File: src/rtl/dpc_pkg.sv
package dpc_pkg;

  typedef enum logic [2:0] {
    S_IDLE = 3'd0,
    S_ROW  = 3'd1,
    S_RCD  = 3'd2,
    S_CAS  = 3'd3,
    S_PRE  = 3'd4,
    S_RCAS = 3'd5,
    S_RRAS = 3'd6
  } dpc_state_t;

  function automatic int dpc_max4(input int a, input int b, input int c, input int d);
    int m;
    m = a;
    if (b > m) m = b;
    if (c > m) m = c;
    if (d > m) m = d;
    return m;
  endfunction

endpackage

File: src/rtl/dpc_addr_split.sv
module dpc_addr_split #(
  parameter int BANKS   = 8,
  parameter int MA_W    = 13,
  parameter int ROW_W   = 13,
  parameter int COL_W   = 9,
  parameter int IBANK_W = 2,
  localparam int BSEL_W = $clog2(BANKS),
  localparam int ADDR_W = COL_W + IBANK_W + ROW_W + BSEL_W
) (
  input  logic [ADDR_W-1:0]  addr,
  output logic [BANKS-1:0]   bank_oh,
  output logic [MA_W-1:0]    row_ma,
  output logic [MA_W-1:0]    col_ma,
  output logic [IBANK_W-1:0] ibank
);
  localparam int IB_LSB  = COL_W;
  localparam int ROW_LSB = IB_LSB + IBANK_W;
  localparam int BS_LSB  = ROW_LSB + ROW_W;

  logic [BSEL_W-1:0] bsel;
  assign bsel = addr[BS_LSB +: BSEL_W];

  for (genvar b = 0; b < BANKS; b++) begin : g_bank
    assign bank_oh[b] = (bsel == BSEL_W'(b));
  end

  assign row_ma = MA_W'(addr[ROW_LSB +: ROW_W]);
  assign col_ma = MA_W'(addr[COL_W-1:0]);
  assign ibank  = addr[IB_LSB +: IBANK_W];
endmodule

File: src/rtl/dpc_lane_parity.sv
module dpc_lane_parity #(
  parameter int LANES = 8
) (
  input  logic [LANES*8-1:0] data,
  output logic [LANES-1:0]   odd_bit
);
  for (genvar i = 0; i < LANES; i++) begin : g_lane
    assign odd_bit[i] = ~(^data[8*i +: 8]);
  end
endmodule

File: src/rtl/dpc_refresh_timer.sv
module dpc_refresh_timer #(
  parameter int INTERVAL = 780,
  localparam int TW = $clog2(INTERVAL + 1)
) (
  input  logic clk,
  input  logic rst,
  input  logic ack,
  output logic pending
);
  logic [TW-1:0] cnt;
  logic          tick;

  assign tick = (cnt == '0);

  always_ff @(posedge clk) begin
    if (rst) begin
      cnt     <= TW'(INTERVAL - 1);
      pending <= 1'b0;
    end else begin
      cnt     <= tick ? TW'(INTERVAL - 1) : cnt - 1'b1;
      pending <= (pending & ~ack) | tick;
    end
  end
endmodule

File: src/rtl/dram_pm_ctrl.sv
module dram_pm_ctrl
  import dpc_pkg::*;
#(
  parameter int BANKS        = 8,
  parameter int LANES        = 8,
  parameter int MA_W         = 13,
  parameter int ROW_W        = 13,
  parameter int COL_W        = 9,
  parameter int IBANK_W      = 2,
  parameter int T_RCD        = 2,
  parameter int T_CAS        = 3,
  parameter int T_RP         = 2,
  parameter int T_REF_RAS    = 4,
  parameter int REF_INTERVAL = 780,
  localparam int DATA_W = LANES * 8,
  localparam int BSEL_W = $clog2(BANKS),
  localparam int ADDR_W = COL_W + IBANK_W + ROW_W + BSEL_W
) (
  input  logic               clk,
  input  logic               rst,
  input  logic               req_valid,
  output logic               req_ready,
  input  logic               req_write,
  input  logic [ADDR_W-1:0]  req_addr,
  input  logic [DATA_W-1:0]  req_wdata,
  input  logic [LANES-1:0]   req_be,
  output logic               rsp_valid,
  output logic [DATA_W-1:0]  rsp_rdata,
  output logic [LANES-1:0]   rsp_perr,
  output logic               rsp_perr_any,
  output logic [MA_W-1:0]    dram_ma,
  output logic [IBANK_W-1:0] dram_ba,
  output logic [BANKS-1:0]   dram_ras_n,
  output logic [LANES-1:0]   dram_cas_n,
  output logic               dram_we_n,
  output logic               dram_dq_oe,
  output logic [DATA_W-1:0]  dram_dq_out,
  input  logic [DATA_W-1:0]  dram_dq_in,
  output logic [LANES-1:0]   dram_par_out,
  input  logic [LANES-1:0]   dram_par_in
);
  localparam int CNT_MAX = dpc_max4(T_RCD, T_CAS, T_RP, T_REF_RAS);
  localparam int CNT_W   = $clog2(CNT_MAX + 1);

  dpc_state_t        st;
  logic [CNT_W-1:0]  cnt;
  logic              cnt_done;

  logic [BANKS-1:0]   dec_bank;
  logic [MA_W-1:0]    dec_row;
  logic [MA_W-1:0]    dec_col;
  logic [IBANK_W-1:0] dec_ib;
  logic [LANES-1:0]   wr_par;
  logic [LANES-1:0]   rd_par_calc;
  logic [LANES-1:0]   rd_err;

  logic               ref_pend;
  logic               ref_ack;

  logic               wr_q;
  logic [LANES-1:0]   be_q;
  logic [MA_W-1:0]    col_q;
  logic [BANKS-1:0]   bank_q;

  logic [MA_W-1:0]    ma_q;
  logic [IBANK_W-1:0] ba_q;
  logic [BANKS-1:0]   ras_n_q;
  logic [LANES-1:0]   cas_n_q;
  logic               we_n_q;
  logic               oe_q;
  logic [DATA_W-1:0]  dq_q;
  logic [LANES-1:0]   par_q;
  logic               rv_q;
  logic [DATA_W-1:0]  rdata_q;
  logic [LANES-1:0]   perr_q;
  logic               perr_any_q;

  dpc_addr_split #(
    .BANKS(BANKS), .MA_W(MA_W), .ROW_W(ROW_W), .COL_W(COL_W), .IBANK_W(IBANK_W)
  ) u_split (
    .addr(req_addr), .bank_oh(dec_bank), .row_ma(dec_row), .col_ma(dec_col), .ibank(dec_ib)
  );

  dpc_lane_parity #(.LANES(LANES)) u_wr_par (.data(req_wdata),  .odd_bit(wr_par));
  dpc_lane_parity #(.LANES(LANES)) u_rd_par (.data(dram_dq_in), .odd_bit(rd_par_calc));

  assign rd_err = rd_par_calc ^ dram_par_in;

  dpc_refresh_timer #(.INTERVAL(REF_INTERVAL)) u_ref (
    .clk(clk), .rst(rst), .ack(ref_ack), .pending(ref_pend)
  );

  assign cnt_done  = (cnt == '0);
  assign ref_ack   = (st == S_IDLE) && ref_pend;
  assign req_ready = (st == S_IDLE) && !ref_pend;

  always_ff @(posedge clk) begin
    if (rst) begin
      st         <= S_IDLE;
      cnt        <= '0;
      wr_q       <= 1'b0;
      be_q       <= '0;
      col_q      <= '0;
      bank_q     <= '0;
      ma_q       <= '0;
      ba_q       <= '0;
      ras_n_q    <= '1;
      cas_n_q    <= '1;
      we_n_q     <= 1'b1;
      oe_q       <= 1'b0;
      dq_q       <= '0;
      par_q      <= '0;
      rv_q       <= 1'b0;
      rdata_q    <= '0;
      perr_q     <= '0;
      perr_any_q <= 1'b0;
    end else begin
      rv_q       <= 1'b0;
      perr_any_q <= 1'b0;
      case (st)
        S_IDLE: begin
          if (ref_pend) begin
            cas_n_q <= '0;
            st      <= S_RCAS;
          end else if (req_valid) begin
            wr_q   <= req_write;
            be_q   <= req_be;
            col_q  <= dec_col;
            bank_q <= dec_bank;
            ma_q   <= dec_row;
            ba_q   <= dec_ib;
            dq_q   <= req_wdata;
            par_q  <= wr_par;
            st     <= S_ROW;
          end
        end
        S_ROW: begin
          ras_n_q <= ~bank_q;
          cnt     <= CNT_W'(T_RCD - 1);
          st      <= S_RCD;
        end
        S_RCD: begin
          if (cnt_done) begin
            ma_q    <= col_q;
            cas_n_q <= wr_q ? ~be_q : '0;
            we_n_q  <= ~wr_q;
            oe_q    <= wr_q;
            cnt     <= CNT_W'(T_CAS - 1);
            st      <= S_CAS;
          end else begin
            cnt <= cnt - 1'b1;
          end
        end
        S_CAS: begin
          if (cnt_done) begin
            ras_n_q <= '1;
            cas_n_q <= '1;
            we_n_q  <= 1'b1;
            oe_q    <= 1'b0;
            if (!wr_q) begin
              rv_q       <= 1'b1;
              rdata_q    <= dram_dq_in;
              perr_q     <= rd_err;
              perr_any_q <= |rd_err;
            end
            cnt <= CNT_W'(T_RP - 1);
            st  <= S_PRE;
          end else begin
            cnt <= cnt - 1'b1;
          end
        end
        S_RCAS: begin
          ras_n_q <= '0;
          cnt     <= CNT_W'(T_REF_RAS - 1);
          st      <= S_RRAS;
        end
        S_RRAS: begin
          if (cnt_done) begin
            ras_n_q <= '1;
            cas_n_q <= '1;
            cnt     <= CNT_W'(T_RP - 1);
            st      <= S_PRE;
          end else begin
            cnt <= cnt - 1'b1;
          end
        end
        S_PRE: begin
          if (cnt_done) st <= S_IDLE;
          else          cnt <= cnt - 1'b1;
        end
        default: st <= S_IDLE;
      endcase
    end
  end

  assign dram_ma      = ma_q;
  assign dram_ba      = ba_q;
  assign dram_ras_n   = ras_n_q;
  assign dram_cas_n   = cas_n_q;
  assign dram_we_n    = we_n_q;
  assign dram_dq_oe   = oe_q;
  assign dram_dq_out  = dq_q;
  assign dram_par_out = par_q;
  assign rsp_valid    = rv_q;
  assign rsp_rdata    = rdata_q;
  assign rsp_perr     = perr_q;
  assign rsp_perr_any = perr_any_q;
endmodule

File: config.mk
export PLATFORM = sky130hd
export DESIGN_NAME = dram_pm_ctrl
export DESIGN_NICKNAME = d
export VERILOG_FILES = /design/src/rtl/dpc_pkg.sv /design/src/rtl/dpc_addr_split.sv /design/src/rtl/dpc_lane_parity.sv /design/src/rtl/dpc_refresh_timer.sv /design/src/rtl/dram_pm_ctrl.sv
export SDC_FILE = /design/constraint.sdc
export NUM_CORES = 1
export LEC_CHECK = 0
export BUFFER_PORTS_ARGS = -buffer_cell sky130_fd_sc_hd__buf_4
export CAP_MARGIN = 25
export CORE_ASPECT_RATIO = 1.4
export CORE_UTILIZATION = 40
export CTS_CLUSTER_DIAMETER = 100
export DETAILED_ROUTE_END_ITERATION = 10
export MAX_ROUTING_LAYER = met4
export PLACE_DENSITY = 0.76
export SLEW_MARGIN = 5
export SYNTH_ARGS = -nofsm -noshare
export SYNTH_HDL_FRONTEND = slang
export SYNTH_HIERARCHICAL = 1
export SYNTH_SLANG_ARGS = --single-unit
export TNS_END_PERCENT = 30
File: constraint.sdc
create_clock -name clk -period 1.8 [get_ports clk]
set_input_delay 0.36 -clock clk [delete_from_list [all_inputs] [get_ports clk]]
set_output_delay 0.36 -clock clk [all_outputs]
set_load 0.01 [all_outputs]
Word level (Yosys, flattened, before mapping)
Index checks and enable logic that the tools add are counted.

word-level totals
  output and inout port bits = 180
  logic and storage cells = 138
  bits in writable memories = 0
  latch bits = 0
  memory bits (read-only) = 0
  flip-flop bits (word level) = 222
  input port bits = 175
  memories = 0

cells by class
  bitwise logic cells = 26
  divide/modulo/power cells = 0
  multiplexer cells = 27
  reductions and logical operators = 41
  equality and inequality tests = 22
  shift operators = 0
  $lt $le $gt $ge = 0
  add/subtract/negate cells = 2
  multiply operators = 0

operator list
  kind                                                                  count
  8-bit XOR reduction                                                   16
  8-bit one-hot mux with 3 select lines                                 2
  13-bit two-way mux                                                    3
  8-bit two-way mux                                                     4
  13-bit one-hot mux with 2 select lines                                1
  3-bit two-way mux                                                     8
  3-bit == test, second input constant                                  7
  1-bit NOT                                                             21
  3-bit one-hot mux with 6 select lines                                 1
  8-bit NOT                                                             2
  3-bit one-hot mux with 5 select lines                                 1
  3-bit by 2-bit == test with 1-bit output, second input constant       4
  2-bit != test, second input constant                                  6
  4-bit AND reduction                                                   3
  10-bit logical NOT                                                    1
  10-bit by 1-bit subtractor with 10-bit output, second input constant  1
  3-bit logical NOT                                                     3
  3-bit AND reduction                                                   3
  8-bit OR reduction                                                    1
  8-bit bitwise XOR                                                     1
  3-bit by 1-bit == test with 1-bit output, second input constant       2
  3-bit nonzero test                                                    2
  1-bit two-way mux                                                     5
  5-bit nonzero test                                                    1
  13 further kinds                                                      19

Depth between registers and ports, before layout
Gate-level depths: netlist of run 1.

  depth in word-level cells = 5
  gate-level depth with buffers = 8
  mapped depth without buffers = 6

Hierarchy
Netlist of run 1, hierarchy kept.

modules (own cells, without submodules)
  module             cells each  instances  seq. area each (µm²)  area an instance (µm²)
  dram_pm_ctrl       985         1          4,304.1               8,065.2
  dpc_lane_parity    56          2          0.0                   490.5
  dpc_refresh_timer  56          1          220.2                 504.2
  dpc_addr_split     37          1          0.0                   279.0

Worst setup path after synthesis of run 1
OpenSTA, ideal clock, no wires.

  path kind = reg2reg
  from = register cnt[0] (netlist name)
  to = register rdata_q[13], in the netlist rsp_rdata[13]
  stages on the path, launching flop included = 9
  data required time = 1.668 ns
  path buffers = 2
  library setup time = 0.132 ns
  arrival = 1.579 ns
  period minus slack after synthesis = 1.711 ns
  slack = 0.089 ns
  cells stage by stage = dfxtp_1 > inv_1 > ha_1 > nand3b_2 > or3_1 > buf_2 > buf_2 > nand2_1 > a21oi_1

RTL lines
  what                  RTL line             text
  end signal, assigned  dram_pm_ctrl.sv:162  rdata_q <= dram_dq_in;
  end, declared         dram_pm_ctrl.sv:74   logic [DATA_W-1:0] rdata_q;

Worst setup path in the final report of run 1
  from = register st[0]
  to = output port req_ready

on the way
  cells in the longest elaborated chain, start to end = 2

ends and longest elaborated chain
  what                    RTL line             text
  start, declared         dram_pm_ctrl.sv:45   dpc_state_t st;
  start signal, assigned  dram_pm_ctrl.sv:99   st <= S_IDLE;
  start signal, assigned  dram_pm_ctrl.sv:124  st <= S_RCAS;
  start signal, assigned  dram_pm_ctrl.sv:134  st <= S_ROW;
  3-bit logical NOT       dram_pm_ctrl.sv:95   assign req_ready = (st == S_IDLE) && !ref_pend;
  1-bit logical AND       dram_pm_ctrl.sv:95
  end, declared           dram_pm_ctrl.sv:22   output logic req_ready,

Every way passes these cells.

==> impl_metrics.env, run 1 <==
export IMPL_worst_pin_slew_ps=662
export IMPL_die_area_um2=25200
export IMPL_num_antenna_cells=0
export IMPL_p_comb_share_pct=39.9
export IMPL_post_route_period_util_pct=98.3
export IMPL_clock_latency_ps=520
export IMPL_rows=67
export IMPL_fp_dieW_um=134
export IMPL_criticalPathCategory="reg -> out"
export IMPL_clkPwrFrac_pct=25.9
export IMPL_tns_ps=0
export IMPL_cpMostUsedCell="buf_4"
export IMPL_seqPwrFrac_pct=34.2
export IMPL_vias=9183
export IMPL_synth_edf_count=0
export IMPL_cts_htree_levels=1
export IMPL_max_stage_delay_ps=320
export IMPL_p_leak_nw=5.75
export IMPL_antenna_found_initial=0
export IMPL_drv_cap=0
export IMPL_dr_pass1_iters=5
export IMPL_ys_ff_latch=226
export IMPL_pre_cts_slack_ps=25.0
export IMPL_final_max_slew_viol_count=0
export IMPL_cts_sinks=226
export IMPL_finalWorstSetupSlack_ps=31.5
export IMPL_hpwl_mm=20.7
export IMPL_synthTopCellsByArea="dfxtp_1 (46%), nand2_1 (13%), xnor2_1 (11%), a21oi_1 (9.3%), buf_4 (2.4%)"
export IMPL_min_path_type="in -> reg"
export IMPL_slowest_stage="dfxtp_1"
export IMPL_grt_setup_unrepaired="true"
export IMPL_io_buffers=354
export IMPL_grt_overflow_total=0
export IMPL_detail_route_antenna_nets=0
export IMPL_die_height_um=187
export IMPL_io_pins=355
export IMPL_clk_pin_slew_ps=70
export IMPL_ir_drop_mv=1.02
export IMPL_max_slew_margin_pct=55.5
export IMPL_grt_max_degree=75
export IMPL_grt_usage_pct=22.1
export IMPL_fin_cells=1851
export IMPL_yosys_warnings=6
export IMPL_wl_mm=29.5
export IMPL_intPower_mw=12.3
export IMPL_post_route_min_period_ps=1770
export IMPL_power_switching_mw=6.50
export IMPL_placed_area_um2=12700
export IMPL_routabilityCongestion=0.949
export IMPL_powerDensity_nw_per_um2=1360
export IMPL_grt_pass1_vias=8900
export IMPL_synthCells=1190
export IMPL_nets=1701
export IMPL_synthArstFlopShare_pct=0
export IMPL_cp_max_fo=21
export IMPL_initial_core_util_pct=40.9
export IMPL_dr_first_iter_drc_count=507
export IMPL_placed_cells=1791
export IMPL_run_status="completed"
export IMPL_synthesis_area_um2=9830
export IMPL_setup_viol=0
export IMPL_grt_pass1_wl_mm=43.7
export IMPL_core_area_um2=24100
export IMPL_clockRootBuffer="clkbuf_16"
export IMPL_avgSynthCellArea_um2=8.26
export IMPL_finalHoldViolations=0
export IMPL_clockBufferDepth=3
export IMPL_switching_share_pct=34.5
export IMPL_synth_flop_cell="dfxtp_1"
export IMPL_holdBufCountCts=0
export IMPL_post_synth_top_area_fraction_pct=46.0
export IMPL_cts_made_buffers=24
export IMPL_fmax_mhz=565
export IMPL_worst_clock_skew_ps=15.0
export IMPL_path_cells="buf_12 > nor4_4 > buf_4 > buf_4"
export IMPL_synth_seq_area_share_pct=46.0
export IMPL_drc=0
export IMPL_critPathArrivalTime_ps=1410
export IMPL_area_growth_pct=40.5
export IMPL_cts_tree="yes"
export IMPL_avgViaCountPerCell=4.96
export IMPL_ys_types=61
export IMPL_p_total_mw=18.8
export IMPL_design_area_um2=13800
export IMPL_startpoint_type="register"
export IMPL_synth_largest_area_cell="dfxtp_1"
export IMPL_holdWs_ps=83.9
export IMPL_crit_required_ps=1440
export IMPL_drive_gt1_share_pct=31.4
export IMPL_wl_per_cell_um=15.9
export IMPL_utilization_pct=57.4
export IMPL_fill_cells=2109
export IMPL_path_buf_inv=3
export IMPL_critical_path_top_delay_family="buffers and inverters"
export IMPL_cp_end_kind="output pin"
## timing repair
item                                    4_1_cts  5_1_grt
gates resized for setup                       4       13
gates cloned                                  0        7
endpoints found under the setup margin        1       86
pin swaps                                     1        5
buffers inserted                              3        6
## cell type report
cell class | count | area [µm²] | area share [%]
tap | 310 | 388 | 2.81
clock inverter | 9 | 75.1 | 0.544
timing repair buffer | 408 | 3350 | 24.2
multi-input combinational | 846 | 4700 | 34.0
sequential | 226 | 4530 | 32.8
inverter | 17 | 63.8 | 0.462
clock buffer | 35 | 703 | 5.09
## cell usage after synthesis, types with 3 or more instances
master    number
nand2_1      346
buf_6         10
mux2i_1       14
clkbuf_1      37
or4_1          4
buf_4         31
nand3_1        4
a211oi_1      14
ha_1           3
nand2b_1       7
nor3b_1        3
or2_2          3
o31ai_1        6
nor4_1         3
and3_1         3
and3b_2        3
inv_1         16
buf_2         23
o21bai_1       8
o221ai_1       8
nor2_1        50
nor3_1        10
a21oi_1      182
a31oi_1        3
xnor2_1      122
a211oi_2       7
dfxtp_1      226
o21ai_0        5
## worst paths after layout
kind | startpoint | end | slack (ps) | depth (start not counted)
worst max-delay path | st[0] | req_ready | 30 | 4
worst min-delay path | req_addr[4] | col_q[4] | 80 | 3
worst max register to register | cnt[1] | dram_ma[7] | 30 | 8
worst min register to register | u_ref/cnt[0] | u_ref/cnt[0] | 410 | 1
## kinds of logic (layout without fill, tap and decap cells)
family                   Yosys count  count (layout)  synth area share [%]
AO/OA/AOI/OAI                    249             249                  15.0
XOR/XNOR                         122             122                  10.9
adder cells (fa/ha/maj)            3               3                 0.382
multiplexers                      14              14                  1.43
flip-flops                       226             226                  46.0
buffers and inverters            121             469                  6.87
AND/OR/NAND/NOR                  454             454                  19.4
other                              1               4                0.0382
## state kept, by name, indices dropped and copies added (netlist names), 2 cells and up
register      count
cnt               3
rsp_rdata        64
dram_dq_out      64
dram_par_out      8
dram_ras_n        8
u_ref/cnt        10
dram_ba           2
rsp_perr          8
be_q              8
dram_cas_n        8
dram_ma          13
col_q            13
bank_q            8
st                3
## worst min-delay path, stage by stage
cell,delay [ps]
buf_4,110
nand2_1,50
a21oi_1,50
## layer usage
layer	part of all wire [%]	GRT usage (%)	routed length, µm
met4	3.8	9.16	1130
met1	39	24.3	11600
met3	4.7	3.47	1370
met5	0	-	0
met2	52	39.4	15400
## placed cells by master (no fill, tap or decap), drive strengths merged, types with 3 or more instances in the layout
cell type,instances
a211oi,21
a21oi,182
a31oi,3
and3,4
and3b,3
buf,402
clkbuf,41
clkinv,6
conb,4
dfxtp,226
ha,3
inv,17
mux2i,14
nand2,346
nand2b,7
nand3,4
nor2,51
nor3,11
nor3b,3
nor4,4
o21ai,6
o21bai,8
o221ai,8
o31ai,6
or2,4
or4,4
xnor2,122
## power by group through the flow
stage | registers, mW | logic [mW] | clock network [mW]
final | 6.45 | 7.51 | 4.88
after global routing | 6.55 | 8.16 | 5.19
after CTS | 6.44 | 7.00 | 4.98
after detailed placement | 6.54 | 6.94 | 0
after global placement | 6.51 | 6.83 | 0
after floorplan | 6.81 | 3.84 | 0
Note: power is estimated with default switching activity, not from simulation.
==> run 2: changes to the inputs <==
--- a/config.mk
+++ b/config.mk
@@ -8,6 +8,7 @@
 export BUFFER_PORTS_ARGS = -buffer_cell sky130_fd_sc_hd__buf_4
 export CAP_MARGIN = 25
 export CORE_ASPECT_RATIO = 1.4
+export CORE_MARGIN = 3
 export CORE_UTILIZATION = 40
 export CTS_CLUSTER_DIAMETER = 100
 export DETAILED_ROUTE_END_ITERATION = 10
==> impl_metrics.env, run 2 (synthesis gave the netlist of run 1 again) <==
export IMPL_cts_tree="yes"
export IMPL_io_pins=355
export IMPL_r2r_cells=8
export IMPL_clk_pin_slew_ps=60
export IMPL_clockBufferDepth=3
export IMPL_cts_made_buffers=24
export IMPL_clock_latency_ps=540
export IMPL_grt_max_degree=81
export IMPL_finalHoldViolations=0
export IMPL_vias=9267
export IMPL_grt_usage_pct=21.5
export IMPL_die_area_um2=26500
export IMPL_post_route_period_util_pct=102
export IMPL_area_growth_pct=40.9
export IMPL_clockRootBuffer="clkbuf_16"
export IMPL_dr_first_iter_drc_count=489
export IMPL_criticalPathCategory="reg -> out"
export IMPL_initial_core_util_pct=40.9
export IMPL_setup_viol=1
export IMPL_hpwl_mm=21.8
export IMPL_cp_end_kind="output pin"
export IMPL_layout_commonest_cell="buf_4"
export IMPL_cp_startpoint="st[2]"
export IMPL_max_slew_margin_pct=58.5
export IMPL_fp_dieW_um=138
export IMPL_reg2reg_from="cnt[1]"
export IMPL_worstHoldStart="req_addr[4]"
export IMPL_design_area_um2=13900
export IMPL_routabilityCongestion=0.901
export IMPL_ir_drop_mv=1.01
export IMPL_drv_cap=0
export IMPL_crit_end="req_ready"
export IMPL_min_path_type="in -> reg"
export IMPL_num_antenna_cells=0
export IMPL_p_total_mw=19.1
export IMPL_io_buffers=354
export IMPL_worst_clock_skew_ps=27.4
export IMPL_placed_area_um2=12800
export IMPL_fmax_mhz=545
export IMPL_drc=0
export IMPL_post_route_min_period_ps=1830
export IMPL_drive_gt1_share_pct=32.1
export IMPL_utilization_pct=57.6
export IMPL_violations="negative setup slack"
export IMPL_avgViaCountPerCell=5.01
export IMPL_wl_per_cell_um=16.5
export IMPL_pre_cts_slack_ps=20.8
export IMPL_nets=1701
export IMPL_detail_route_antenna_nets=0
export IMPL_grt_setup_unrepaired="true"
export IMPL_powerDensity_nw_per_um2=1380
export IMPL_crit_required_ps=1440
export IMPL_dr_pass1_iters=5
export IMPL_r2r_end="dram_ma[2]"
export IMPL_grt_pass1_vias=9070
export IMPL_grt_pass1_wl_mm=45.8
export IMPL_die_height_um=191
export IMPL_rows=67
export IMPL_grt_overflow_total=0
export IMPL_p_leak_nw=5.76
export IMPL_cts_sinks=226
export IMPL_critPathArrivalTime_ps=1470
export IMPL_finalWorstSetupSlack_ps=-33.8
export IMPL_mostFrequentLayoutCells="buf_4 (384), nand2_1 (345), dfxtp_1 (221)"
export IMPL_wl_mm=30.5
export IMPL_cts_htree_levels=1
export IMPL_final_max_slew_viol_count=0
export IMPL_cp_max_fo=4
export IMPL_antenna_found_initial=0
export IMPL_run_status="finished with violations"
export IMPL_regToRegSetupSlack_ps=10
export IMPL_startpoint_type="register"
export IMPL_worst_pin_slew_ps=620
export IMPL_core_area_um2=24100
run 2: cell types whose count changed in the layout (fill, tap and decap cells not counted), moves of 2 or more:
cell,delta
nor2_2,+6
buf_12,+2
clkbuf_1,-3
a211oi_1,-3
a211oi_2,+3
clkinv_2,-2
clkbuf_16,-5
nor2_1,-6
run 2: layer usage:
layer  global-route usage [%]  wire length (µm)  vias up
met5                        -                 0        -
met4                     8.82              1180        0
met3                     4.25              2030       77
met2                     37.8             15900      326
met1                     23.9             11400     4314
li1                         -                 -     4550
run 2: how the worst min path moves through the flow:
stage	depth (start not counted)	endpoint
after floorplan	1	u_ref/cnt[0]
after global placement	1	u_ref/cnt[0]
after detailed placement	1	u_ref/cnt[0]
after CTS	3	col_q[4]
after global routing	3	col_q[3]
final	3	col_q[4]
run 2: worst max-delay path, stage by stage, from the launching register on:
cell	delay (ps)
dfxtp_4	360
nor4_4	300
buf_4	170
buf_6	90
run 2: where the power goes:
group	internal (mW)	switching [mW]	leakage [nW]
clock	2.96	2.10	0.397
combinational	3.55	4.05	3.52
sequential	5.93	0.543	1.85
total	12.4	6.69	5.76
run 2: cell type report:
class	count	area, µm²
inverter	17	63.8
tap	310	388
multi-input combinational	846	4720
sequential	226	4540
clock inverter	9	129
timing repair buffer	408	3340
clock buffer	32	681
fill	2135	10200
run 2: what timing repair did:
action / in CTS / in global routing
buffers inserted: 4 / 5
pin swaps: 2 / 13
setup endpoints to repair: 11 / 83
resized for setup: 8 / 20
hold buffers: 0 / 0
cloned: 1 / 3
run 2: through the flow:
stage | hold WS (ps) | std cells | TNS (ps)
final | 67.6 | 1848 | -33.8
after CTS | 32.2 | 1840 | -47.8
after detailed placement | 407 | 1794 | 0
after global routing | 58.5 | 1848 | -542
after floorplan | 379 | 1193 | 0
after global placement | 387 | 1794 | 0
